`config.mk`:
```
export PLATFORM = sky130hd
export DESIGN_NAME = ptp_frac_clock
export DESIGN_NICKNAME = d
export VERILOG_FILES = /design/src/rtl/ptpc_pkg.sv /design/src/rtl/ptpc_period.sv /design/src/rtl/ptpc_timer.sv /design/src/rtl/ptpc_capture.sv /design/src/rtl/ptp_frac_clock.sv
export SDC_FILE = /design/constraint.sdc
export NUM_CORES = 1
export LEC_CHECK = 0
export ABC_AREA = 1
export CELL_PAD_IN_SITES_DETAIL_PLACEMENT = 1
export CELL_PAD_IN_SITES_GLOBAL_PLACEMENT = 1
export CORE_MARGIN = 1
export CORE_UTILIZATION = 48
export DETAILED_ROUTE_END_ITERATION = 10
export DONT_BUFFER_PORTS = 1
export PLACE_DENSITY_LB_ADDON = 0.15
export SLEW_MARGIN = 20
export SYNTH_ARGS = -nofsm -noshare
export SYNTH_HDL_FRONTEND = slang
export SYNTH_SLANG_ARGS = --single-unit
```
`constraint.sdc`:
```
create_clock -name clk -period 11.75 [get_ports clk]
set_clock_uncertainty 0.1 [all_clocks]
set_input_delay 1.7625 -clock clk [delete_from_list [all_inputs] [get_ports clk]]
set_output_delay 1.7625 -clock clk [all_outputs]
set_load 0.005 [all_outputs]
```
`src/rtl/ptpc_pkg.sv`:
```
package ptpc_pkg;
  localparam int NS_W   = 30;
  localparam int SECL_W = 32;
  localparam int SECH_W = 16;
  localparam int SEC_W  = SECL_W + SECH_W;
  localparam logic [NS_W-1:0] NS_PER_SEC = 30'd1000000000;

  typedef struct packed {
    logic [SEC_W-1:0] sec;
    logic [NS_W-1:0]  ns;
  } ptp_time_t;

  typedef enum logic [3:0] {
    A_QUO = 4'd0, A_NUM = 4'd1, A_DEN = 4'd2, A_COMMIT = 4'd3,
    A_SNS = 4'd4, A_SHI = 4'd5, A_SLO = 4'd6, A_SYNC = 4'd7,
    A_STEP = 4'd8, A_STEP_GO = 4'd9, A_NOW_NS = 4'd10, A_SNAP_LO = 4'd11,
    A_SNAP_HI = 4'd12, A_EV_NS = 4'd13, A_EV_LO = 4'd14, A_EV_HI = 4'd15
  } reg_addr_e;

  // Adds a signed nanosecond delta (|delta| below one second) with one wrap.
  function automatic ptp_time_t time_add(ptp_time_t t, logic signed [33:0] delta);
    logic signed [33:0] s;
    logic signed [33:0] lim;
    logic signed [33:0] adj;
    ptp_time_t r;
    lim = $signed({4'b0, NS_PER_SEC});
    s   = $signed({4'b0, t.ns}) + delta;
    if (s >= lim) begin
      adj   = s - lim;
      r.sec = t.sec + 48'd1;
    end else if (s < 0) begin
      adj   = s + lim;
      r.sec = t.sec - 48'd1;
    end else begin
      adj   = s;
      r.sec = t.sec;
    end
    r.ns = adj[NS_W-1:0];
    return r;
  endfunction
endpackage

```
`src/rtl/ptpc_period.sv`:
```
module ptpc_period #(
  parameter int DW     = 32,
  parameter int QUO_W  = 8,
  parameter int FRAC_W = 32
) (
  input  logic             clk,
  input  logic             rst_n,
  input  logic             wr_quo,
  input  logic             wr_num,
  input  logic             wr_den,
  input  logic             commit,
  input  logic [DW-1:0]    wr_data,
  output logic [QUO_W:0]   inc,
  output logic             cfg_err
);
  logic [QUO_W-1:0]  stg_quo, act_quo;
  logic [FRAC_W-1:0] stg_num, act_num, stg_den, act_den, facc;

  // Returns {carry, remainder} of one fraction accumulation step.
  function automatic logic [FRAC_W:0] frac_next(logic [FRAC_W-1:0] acc,
                                               logic [FRAC_W-1:0] num,
                                               logic [FRAC_W-1:0] den);
    logic [FRAC_W:0] s;
    logic [FRAC_W:0] d;
    s = {1'b0, acc} + {1'b0, num};
    if (s >= {1'b0, den}) begin
      d = s - {1'b0, den};
      return {1'b1, d[FRAC_W-1:0]};
    end
    return {1'b0, s[FRAC_W-1:0]};
  endfunction

  logic [FRAC_W:0] fstep_w;
  logic            carry_w;
  logic            stg_bad_w;
  logic            commit_bad_w;

  assign fstep_w      = frac_next(facc, act_num, act_den);
  assign carry_w      = fstep_w[FRAC_W];
  assign inc          = {1'b0, act_quo} + {{QUO_W{1'b0}}, carry_w};
  assign stg_bad_w    = (stg_den == '0) || (stg_num >= stg_den);
  assign commit_bad_w = commit && stg_bad_w;

  always_ff @(posedge clk or negedge rst_n) begin
    if (!rst_n) begin
      stg_quo <= QUO_W'(1);
      stg_num <= '0;
      stg_den <= FRAC_W'(1);
      act_quo <= QUO_W'(1);
      act_num <= '0;
      act_den <= FRAC_W'(1);
      facc    <= '0;
      cfg_err <= 1'b0;
    end else begin
      if (wr_quo) stg_quo <= wr_data[QUO_W-1:0];
      if (wr_num) stg_num <= wr_data[FRAC_W-1:0];
      if (wr_den) stg_den <= wr_data[FRAC_W-1:0];
      if (commit && !stg_bad_w) begin
        act_quo <= stg_quo;
        act_num <= stg_num;
        act_den <= stg_den;
        facc    <= '0;
        cfg_err <= 1'b0;
      end else begin
        facc <= fstep_w[FRAC_W-1:0];
        if (commit_bad_w) cfg_err <= 1'b1;
      end
    end
  end

  a_r4_den_nonzero: assert property (@(posedge clk) disable iff (!rst_n)
    act_den != '0);
  a_r2_frac_below_den: assert property (@(posedge clk) disable iff (!rst_n)
    facc < act_den);
  a_r4_reject_keeps: assert property (@(posedge clk) disable iff (!rst_n)
    commit_bad_w |=> cfg_err && act_den == $past(act_den) &&
                     act_num == $past(act_num) && act_quo == $past(act_quo));
  a_r3_hold_without_commit: assert property (@(posedge clk) disable iff (!rst_n)
    !commit |=> $stable(act_quo) && $stable(act_num) && $stable(act_den));
endmodule

```
`src/rtl/ptpc_timer.sv`:
```
module ptpc_timer
  import ptpc_pkg::*;
#(
  parameter int DW     = 32,
  parameter int QUO_W  = 8,
  parameter int STEP_W = 24
) (
  input  logic           clk,
  input  logic           rst_n,
  input  logic [QUO_W:0] inc,
  input  logic           wr_sns,
  input  logic           wr_shi,
  input  logic           wr_slo,
  input  logic           sync,
  input  logic           wr_step,
  input  logic           step_go,
  input  logic [DW-1:0]  wr_data,
  output ptp_time_t      now,
  output logic           tick_wrap
);
  logic [NS_W-1:0]   stg_ns;
  logic [SECH_W-1:0] stg_shi;
  logic [SECL_W-1:0] stg_slo;
  logic              stg_neg;
  logic [STEP_W-1:0] stg_mag;

  logic signed [33:0] inc_s, mag_s, step_delta;
  ptp_time_t          tick_next, step_next;
  logic [NS_W-1:0]    sync_ns;
  logic               step_under_w;

  assign inc_s        = $signed(34'(inc));
  assign mag_s        = $signed(34'(stg_mag));
  assign step_delta   = stg_neg ? (inc_s - mag_s) : (inc_s + mag_s);
  assign tick_next    = time_add(now, inc_s);
  assign step_next    = time_add(now, step_delta);
  assign tick_wrap    = (tick_next.sec != now.sec);
  assign sync_ns      = (stg_ns >= NS_PER_SEC) ? (NS_PER_SEC - 30'd1) : stg_ns;
  assign step_under_w = stg_neg && (34'(stg_mag) > (34'(now.ns) + 34'(inc)));

  always_ff @(posedge clk or negedge rst_n) begin
    if (!rst_n) begin
      stg_ns  <= '0;
      stg_shi <= '0;
      stg_slo <= '0;
      stg_neg <= 1'b0;
      stg_mag <= '0;
      now     <= '0;
    end else begin
      if (wr_sns)  stg_ns  <= wr_data[NS_W-1:0];
      if (wr_shi)  stg_shi <= wr_data[SECH_W-1:0];
      if (wr_slo)  stg_slo <= wr_data[SECL_W-1:0];
      if (wr_step) begin
        stg_neg <= wr_data[DW-1];
        stg_mag <= wr_data[STEP_W-1:0];
      end
      if (sync)         now <= '{sec: {stg_shi, stg_slo}, ns: sync_ns};
      else if (step_go) now <= step_next;
      else              now <= tick_next;
    end
  end

  a_r5_ns_below_wrap: assert property (@(posedge clk) disable iff (!rst_n)
    now.ns < NS_PER_SEC);
  a_r5_carry_second: assert property (@(posedge clk) disable iff (!rst_n)
    (!sync && !step_go && tick_wrap) |=> now.sec == $past(now.sec) + 48'd1);
  a_r6_sync_seconds: assert property (@(posedge clk) disable iff (!rst_n)
    sync |=> now.sec == $past({stg_shi, stg_slo}));
  a_r8_borrow_second: assert property (@(posedge clk) disable iff (!rst_n)
    (step_go && !sync && step_under_w) |=> now.sec == $past(now.sec) - 48'd1);
endmodule

```
`src/rtl/ptpc_capture.sv`:
```
module ptpc_capture
  import ptpc_pkg::*;
#(
  parameter int SEQ_W = 16
) (
  input  logic             clk,
  input  logic             rst_n,
  input  logic             evt,
  input  logic [SEQ_W-1:0] seqid,
  input  ptp_time_t        now,
  output ptp_time_t        cap_time,
  output logic [SEQ_W-1:0] cap_seq
);
  always_ff @(posedge clk or negedge rst_n) begin
    if (!rst_n) begin
      cap_time <= '0;
      cap_seq  <= '0;
    end else if (evt) begin
      cap_time <= now;
      cap_seq  <= seqid;
    end
  end

  a_r10_hold: assert property (@(posedge clk) disable iff (!rst_n)
    !evt |=> $stable(cap_time) && $stable(cap_seq));
  a_r10_seq_taken: assert property (@(posedge clk) disable iff (!rst_n)
    evt |=> cap_seq == $past(seqid));
endmodule

```
`src/rtl/ptp_frac_clock.sv`:
```
module ptp_frac_clock
  import ptpc_pkg::*;
#(
  parameter int DW     = 32,
  parameter int AW     = 4,
  parameter int QUO_W  = 8,
  parameter int FRAC_W = 32,
  parameter int STEP_W = 24,
  parameter int SEQ_W  = 16
) (
  input  logic             clk,
  input  logic             rst_n,
  input  logic             wr_en,
  input  logic [AW-1:0]    wr_addr,
  input  logic [DW-1:0]    wr_data,
  input  logic             rd_en,
  input  logic [AW-1:0]    rd_addr,
  output logic [DW-1:0]    rd_data,
  input  logic             evt_pulse,
  input  logic [SEQ_W-1:0] evt_seqid,
  output logic             cfg_err
);
  function automatic logic hit(logic en, logic [AW-1:0] a, reg_addr_e r);
    return en && (a == AW'(r));
  endfunction

  logic [QUO_W:0]   inc;
  ptp_time_t        now, cap_time;
  logic [SEQ_W-1:0] cap_seq;
  logic [SEC_W-1:0] snap_sec;
  logic             tick_wrap;
  logic             rd_now_w;

  ptpc_period #(.DW(DW), .QUO_W(QUO_W), .FRAC_W(FRAC_W)) u_period (
    .clk(clk), .rst_n(rst_n),
    .wr_quo(hit(wr_en, wr_addr, A_QUO)),
    .wr_num(hit(wr_en, wr_addr, A_NUM)),
    .wr_den(hit(wr_en, wr_addr, A_DEN)),
    .commit(hit(wr_en, wr_addr, A_COMMIT)),
    .wr_data(wr_data), .inc(inc), .cfg_err(cfg_err)
  );

  ptpc_timer #(.DW(DW), .QUO_W(QUO_W), .STEP_W(STEP_W)) u_timer (
    .clk(clk), .rst_n(rst_n), .inc(inc),
    .wr_sns(hit(wr_en, wr_addr, A_SNS)),
    .wr_shi(hit(wr_en, wr_addr, A_SHI)),
    .wr_slo(hit(wr_en, wr_addr, A_SLO)),
    .sync(hit(wr_en, wr_addr, A_SYNC)),
    .wr_step(hit(wr_en, wr_addr, A_STEP)),
    .step_go(hit(wr_en, wr_addr, A_STEP_GO)),
    .wr_data(wr_data), .now(now), .tick_wrap(tick_wrap)
  );

  ptpc_capture #(.SEQ_W(SEQ_W)) u_capture (
    .clk(clk), .rst_n(rst_n), .evt(evt_pulse), .seqid(evt_seqid),
    .now(now), .cap_time(cap_time), .cap_seq(cap_seq)
  );

  assign rd_now_w = hit(rd_en, rd_addr, A_NOW_NS);

  always_ff @(posedge clk or negedge rst_n) begin
    if (!rst_n) begin
      rd_data  <= '0;
      snap_sec <= '0;
    end else if (rd_en) begin
      if (rd_now_w) snap_sec <= now.sec;
      case (rd_addr)
        AW'(A_NOW_NS):  rd_data <= DW'(now.ns);
        AW'(A_SNAP_LO): rd_data <= DW'(snap_sec[SECL_W-1:0]);
        AW'(A_SNAP_HI): rd_data <= DW'(snap_sec[SEC_W-1:SECL_W]);
        AW'(A_EV_NS):   rd_data <= DW'(cap_time.ns);
        AW'(A_EV_LO):   rd_data <= DW'(cap_time.sec[SECL_W-1:0]);
        AW'(A_EV_HI):   rd_data <= DW'({cap_seq, cap_time.sec[SEC_W-1:SECL_W]});
        default:        rd_data <= '0;
      endcase
    end
  end

  a_r9_coherent_snapshot: assert property (@(posedge clk) disable iff (!rst_n)
    rd_now_w |=> snap_sec == $past(now.sec) && rd_data == DW'($past(now.ns)));
endmodule

```
# Yosys cells after proc, flatten, opt, wreduce, memory -nomap -nowiden
# Cells that the tools add are included.
# totals
word_cells	96
latch_bits	0
register_bits	532
out_inout_bits	33
romBits	0
mem_bits_rw	0
memories	0
# classes
n_reduce_logical	21
bitwise	0
div	0
mul	0
shift	0
n_mux	19
n_addsub	13
n_lt_le_gt_ge	7
n_eq_ne	16
# op_table
operator	n
2-to-1 mux 48 bit	4
one-hot mux 32 bit (6 select lines)	1
2-to-1 mux 78 bit	2
2-to-1 mux 30 bit	5
2-to-1 mux 33 bit	2
subtractor 30 x 28 -> 30 bit, second input constant	2
adder 48 x 1 -> 48 bit, second input constant	1
subtractor 48 x 1 -> 48 bit, second input constant	1
adder 31 x 34 -> 34 bit	1
>= comparator 34 x 31 -> 1 bit, second input constant	1
less-than comparator 34 x 1 -> 1 bit, second input constant	1
2-to-1 mux 34 bit	1
adder 32 x 32 -> 33 bit	1
>= comparator 33 x 32 -> 1 bit	1
== test 4 bit, second input constant	8
>= comparator 32 bit	1
logical NOT 32 bit	1
2-to-1 mux 32 bit	1
subtractor 32 bit	1
adder 30 x 9 -> 31 bit	1
>= comparator 31 x 30 -> 1 bit, second input constant	1
less-than comparator 31 x 1 -> 1 bit, second input constant	1
adder 30 x 28 -> 30 bit, second input constant	1
adder 30 bit, second input constant	1
16 further kinds	35

# Logic depth before layout (Yosys ltp)
# depth
depth_word	13
mapped_depth	75

# By module
# From an unflattened synthesis, not the netlist that was laid out.
# unflattened
cells_unflattened	6304
hier_area_um2	40865.4
# modules_own_cells
mod	n_inst	cells_per_inst	seq_area_each_um2	area_per_inst_um2
ptpc_timer	1	3263	4529.3	19448.7
ptpc_period	1	1935	4434.3	13132.6
ptp_frac_clock	1	708	2001.9	4714.5
ptpc_capture	1	398	2352.3	3569.7

# Worst setup path before layout
# No wires, ideal clock.
# synth_timing
path_kind	reg2reg
startpoint	reg u_period.act_num[0]
endpoint	reg, netlist name u_timer.now[63]
path_stages_with_launch	69
path_slack_ns	2.866
arrival_ns	8.668
setup_ns	0.116
path_cell_list	dfrtp_1 -> ha_1 -> inv_1 -> fa_1 -> inv_1 -> nand3_1 -> nand3_1 -> a21oi_1 -> o21ai_0 -> a21boi_0 -> inv_1 -> a21oi_1 -> o21ai_0 -> a21oi_1 -> xnor2_1 -> ha_1 -> nand2_1 -> nor2_1 -> [... 33 more ...] -> and2_1 -> nand2_1 -> nand3_1 -> nand2_2 -> nor2_1 -> nand3_1 -> nor2_1 -> nand2_1 -> nand2_1 -> buf_6 -> nand2_8 -> buf_2 -> nand2_1 -> nand3_1 -> o21ai_0 -> nand2_1 -> nand2_1 -> nand2_1
# synth_via
elab_chain_len	12
elab_cells_between_ends	21
cone_classes	6 x add/sub; 5 x order compare; 1 x eq/ne; 7 x mux; 2 x reduce/logical
# synth_lines
element	line_no	text
start: declaration	ptpc_period.sv:17	logic [FRAC_W-1:0] stg_num, act_num, stg_den, act_den, facc;
start signal: assignment	ptpc_period.sv:60	act_num <= stg_num;
adder 32 x 32 -> 33 bit (*)	ptpc_period.sv:25	s = {1'b0, acc} + {1'b0, num};
>= comparator 33 x 32 -> 1 bit (*)	ptpc_period.sv:26	if (s >= {1'b0, den}) begin
2-to-1 mux 1 bit (*)	ptpc_period.sv:26	
2-to-1 mux 33 bit (*)	ptpc_period.sv:30	return {1'b0, s[FRAC_W-1:0]};
adder 8 x 1 -> 9 bit (*)	ptpc_period.sv:40	assign inc = {1'b0, act_quo} + {{QUO_W{1'b0}}, carry_w};
adder 9 x 24 -> 25 bit / subtractor 9 x 24 -> 25 bit (equally long branches)	ptpc_timer.sv:34	assign step_delta = stg_neg ? (inc_s - mag_s) : (inc_s + mag_s);
2-to-1 mux 34 bit	ptpc_timer.sv:34	
adder 31 x 34 -> 34 bit	ptpc_pkg.sv:27	s = $signed({4'b0, t.ns}) + delta;
>= comparator 34 x 31 -> 1 bit	ptpc_pkg.sv:28	if (s >= lim) begin
2-to-1 mux 48 bit	ptpc_pkg.sv:28	
2-to-1 mux 78 bit	ptpc_timer.sv:58	else if (step_go) now <= step_next;
2-to-1 mux 78 bit	ptpc_timer.sv:57	if (sync) now <= '{sec: {stg_shi, stg_slo}, ns: sync_ns};
# Mark *: on every way between the ends. The rest lies on a longest branch, timed or not.
# A chain may end at the register's enable or synchronous reset.

# Final worst setup path
# layout_timing
startpoint	reg u_period.act_num[2]
endpoint	reg, netlist name u_timer.now[68]
# layout_via
elab_chain_len	12
elab_cells_between_ends	21
cone_classes	6 x add/sub; 5 x order compare; 1 x eq/ne; 7 x mux; 2 x reduce/logical
# layout_lines
element	line_no
adder 32 x 32 -> 33 bit (*)	ptpc_period.sv:25
>= comparator 33 x 32 -> 1 bit (*)	ptpc_period.sv:26
2-to-1 mux 1 bit (*)	ptpc_period.sv:26
2-to-1 mux 33 bit (*)	ptpc_period.sv:30
adder 8 x 1 -> 9 bit (*)	ptpc_period.sv:40
adder 9 x 24 -> 25 bit / subtractor 9 x 24 -> 25 bit (equally long branches)	ptpc_timer.sv:34
2-to-1 mux 34 bit	ptpc_timer.sv:34
adder 31 x 34 -> 34 bit	ptpc_pkg.sv:27
>= comparator 34 x 31 -> 1 bit	ptpc_pkg.sv:28
2-to-1 mux 48 bit	ptpc_pkg.sv:28
2-to-1 mux 78 bit	ptpc_timer.sv:58
2-to-1 mux 78 bit	ptpc_timer.sv:57
# Marks and branches as above.

==> flow_summary.toml <==
[sta]
slew_headroom_pct = -18.3
finalCritPeriodShare_pct = 93.4
max_freq_mhz = 91.2
post-route-min-period_ns = 10.97
worst_slack_ns = 0.780
finalSetupViolCount = 0
slew_viol_final = 230
tightest_slew_ns = 1.77
hold_viol_final = 0
holdWs_ns = 0.381

[critical_path]
critPathMaxFanout = 40
critical-path-max-stage-delay_ns = 0.42
cpMaxStageDelayCell = "ha_1"
timing.rr.end = "u_timer.now[68]$_DFFE_PN0P_"
required_ns = 12.23
path_delay_family = "simple AND/OR/NAND/NOR gates"
crit_top_cell = "nand2_1"
reg2reg_from = "u_period.act_num[2]$_DFFE_PN0P_"
worstPathArrival_ns = 11.45
cp-end-kind = "flop"
r2r_slack_ns = 0.78
startpoint_type = "flop"
rr_worst_depth = 59
critPathKind = "reg2reg"
crit_buf_inv = 7

[finish]
stdcell_area_sq_mm = 0.0394
layout.cells.non_filler = 6174
nets = 5377
area_delta_synth_final_pct = 8.44
drive_gt1_share_pct = 4.58

[routing]
postRouteWirelength_um = 138000
dr.first_iter.drc_count = 2985
ant_nets = 0
firstDrtPassIters = 7
drc = 0
wire_per_inst_um = 22.3
vias = 35572
vias_per_cell = 5.76

[yosys]
ys_ff_latch = 532
synth_cells = 5252
synth_area_leader_cell = "dfrtp_1"
synth-warning-count = 0
ys.flop_type = "dfrtp_1"
synth_compound_gate_area_share_pct = 14.2
synth_nets = 5480
synth_top_cell_area_share_pct = 36.4
synth_edf_count = 0
synth.most_common_cell = "nand2_1"
synthAdderAreaFrac_pct = 5.88
yosysSeqAreaShare_pct = 36.7
synth_top_family_by_area = "simple AND/OR/NAND/NOR gates"
muxShareOfSynthArea_pct = 0.555
yosys.area_share.simple_pct = 28.0
synth-xor-area-share_pct = 5.35
synth_area_sq_mm = 0.0363
synthTopCellsByArea = "dfrtp_1, nand2_1, o21ai_0, inv_1, ha_1"
ys_async_sr_fraction_pct = 100
syn_area_per_cell_sq_um = 6.91
synth.distinct_cells = 57
ys_top_cells_by_count = "nand2_1, inv_1, o21ai_0"

[clock_tree]
cts_made_buffers = 61
cts-hold-fix-buffers = 0
post-cts-setup-buffer-count = 0
cts_htree_levels = 2
path_clk_slew_ns = 0.06
clock_latency_ns = 0.68
clockRootBuffer = "clkbuf_16"
clockBufferDepth = 3
cts.sinks = 532
cts_tree = "built"

[min_path]
min_to = "u_period.act_den[0]$_DFFE_PN1P_"
worstHoldStart = "u_period.act_den[0]$_DFFE_PN1P_"
worstHoldPathType = "reg2reg"
min_path_cells = 2

[global_route]
grt_util_all_layers_pct = 35.8
grt_pass1_vias = 36288
grt_max_degree = 533
antenna_found_initial = 11
grt_pass1_wl_um = 214000
global_route.overflow_total = 0

[placed_design]
place_ws_ns = 0.332
placed_area_sq_mm = 0.0370
io_buffer_count = 0
routabilityCongestion = 1.03
hpwlAfterDp_um = 103000
post-place-cells = 6055

[die]
core-area_sq_mm = 0.0746
start_util_pct = 48.7
die_area_sq_mm = 0.0767
fp-row-count = 100
die_y_um = 277
die_w_um = 277
ios = 94

[power_and_ir_drop]
p_leak_nw = 20.1
peakVddDrop_uv = 268
power.density_mw_per_mm2 = 347

[outcome]
status = "finished, violations left"
violations = "slew limit"

[run]
drv_cap = 0
-- cell type report --
cell class	count	area, sq um
Fill cell	9707	35200
Multi-Input combinational cell	3842	19700
Tap cell	969	1210
Inverter	675	2530
Timing Repair Buffer	37	290
Antenna cell	4	10.0
Clock inverter	36	533
Sequential cell	532	13300
Clock buffer	79	1740
-- worst register-to-register path: cells and delay by family (launching register included) --
family / cells / cell delay [ns]
xor+xnor: 2 / 0.31
flops: 1 / 0.40
simple gates: 31 / 4.60
fa+ha+maj: 5 / 1.67
compound gates: 14 / 2.73
buf+inv: 7 / 1.08
-- where the power goes --
part,total [mW],switching [mW],internal [mW]
registers,3.12,0.683,2.44
logic,8.37,5.68,2.69
clock network,2.15,0.878,1.28
total,13.6,7.24,6.40
-- stage by stage --
| step | util [%] | power (mW) | TNS, ns |
|---|---|---|---|
| final | 52.8 | 13.6 | 0 |
| after global routing | 52.8 | 14.7 | -0.206 |
| after CTS | 52.6 | 13.5 | 0 |
| after detailed placement | 49.6 | 11.2 | 0 |
| after global placement | 49.6 | 11.0 | 0 |
| after floorplan | - | 8.73 | 0 |
-- sequential cells by signal, summed over array words and instances (netlist names), 24 cells and up --
signal and cells:
u_period.facc 32, u_capture.cap_time 78, u_timer.stg_mag 24, u_period.act_num 32
rd_data 32, u_timer.stg_slo 32, u_period.stg_den 32, snap_sec 48
u_timer.stg_ns 30, u_timer.now 78, u_period.act_den 32, u_period.stg_num 32
-- what timing repair did --
item	in CTS	in global routing
resized for setup	0	23
hold endpoints to repair	0	0
endpoints found under the setup margin	0	69
-- placed cells by master, fill, tap and decap left out, types with 9 or more instances in the layout --
cell type  count
a32o_1         9
nor3_1        64
dfrtp_1      528
o21ai_0      565
nand2_1     1557
xor2_1       177
xnor2_1       42
a31oi_1       13
a21oi_1      226
inv_1        664
nand3_1      277
mux2_2        17
o31ai_1       22
bufinv_16     10
o21ai_1       27
clkbuf_8      15
nand4_1       62
buf_4         36
nor2_2        10
clkinv_2      12
o211ai_1      20
clkbuf_16     61
o22ai_1       32
nor2_1       411
nor4_1        30
nand2_2       19
ha_1         160
-- logic make-up (layout without fill, tap and decap cells) --
group / count (synthesis) / after routing
xor gates and xnor gates: 221 / 221
AOI/OAI and AO/OA: 962 / 962
DFF: 532 / 532
muxes: 18 / 18
other: 0 / 4
and+or+nand+nor: 2474 / 2474
buffers and inverters: 878 / 827
adders and majority gates: 167 / 167
-- how the worst max path moves through the flow --
stage / startpoint / end / slack, ns / depth (start not counted)
after global routing: u_period.act_num[14]$_DFFE_PN0P_ / u_timer.now[44]$_DFFE_PN0P_ / -0.06 / 61
after CTS: u_period.act_num[0]$_DFFE_PN0P_ / u_timer.now[72]$_DFFE_PN0P_ / 0.22 / 60
after detailed placement: u_period.act_num[0]$_DFFE_PN0P_ / u_timer.now[42]$_DFFE_PN0P_ / 0.33 / 60
after floorplan: u_period.act_num[0]$_DFFE_PN0P_ / u_timer.now[63]$_DFFE_PN0P_ / 2.87 / 68
final: u_period.act_num[2]$_DFFE_PN0P_ / u_timer.now[68]$_DFFE_PN0P_ / 0.78 / 59
after global placement: u_period.act_num[0]$_DFFE_PN0P_ / u_timer.now[68]$_DFFE_PN0P_ / 0.46 / 60
-- metal layers --
| metal | part of all wire [%] | vias up | routed length, um | global-route usage, % |
|---|---|---|---|---|
| li1 | - | 16698 | - | - |
| met1 | 43 | 17587 | 59500 | 47.8 |
| met2 | 46 | 1009 | 64000 | 58.8 |
| met3 | 5.9 | 274 | 8120 | 4.57 |
| met4 | 4.4 | 4 | 6040 | 14.8 |
| met5 | 0.020 | - | 27 | 0 |
Power figures use the tool's default switching activity.
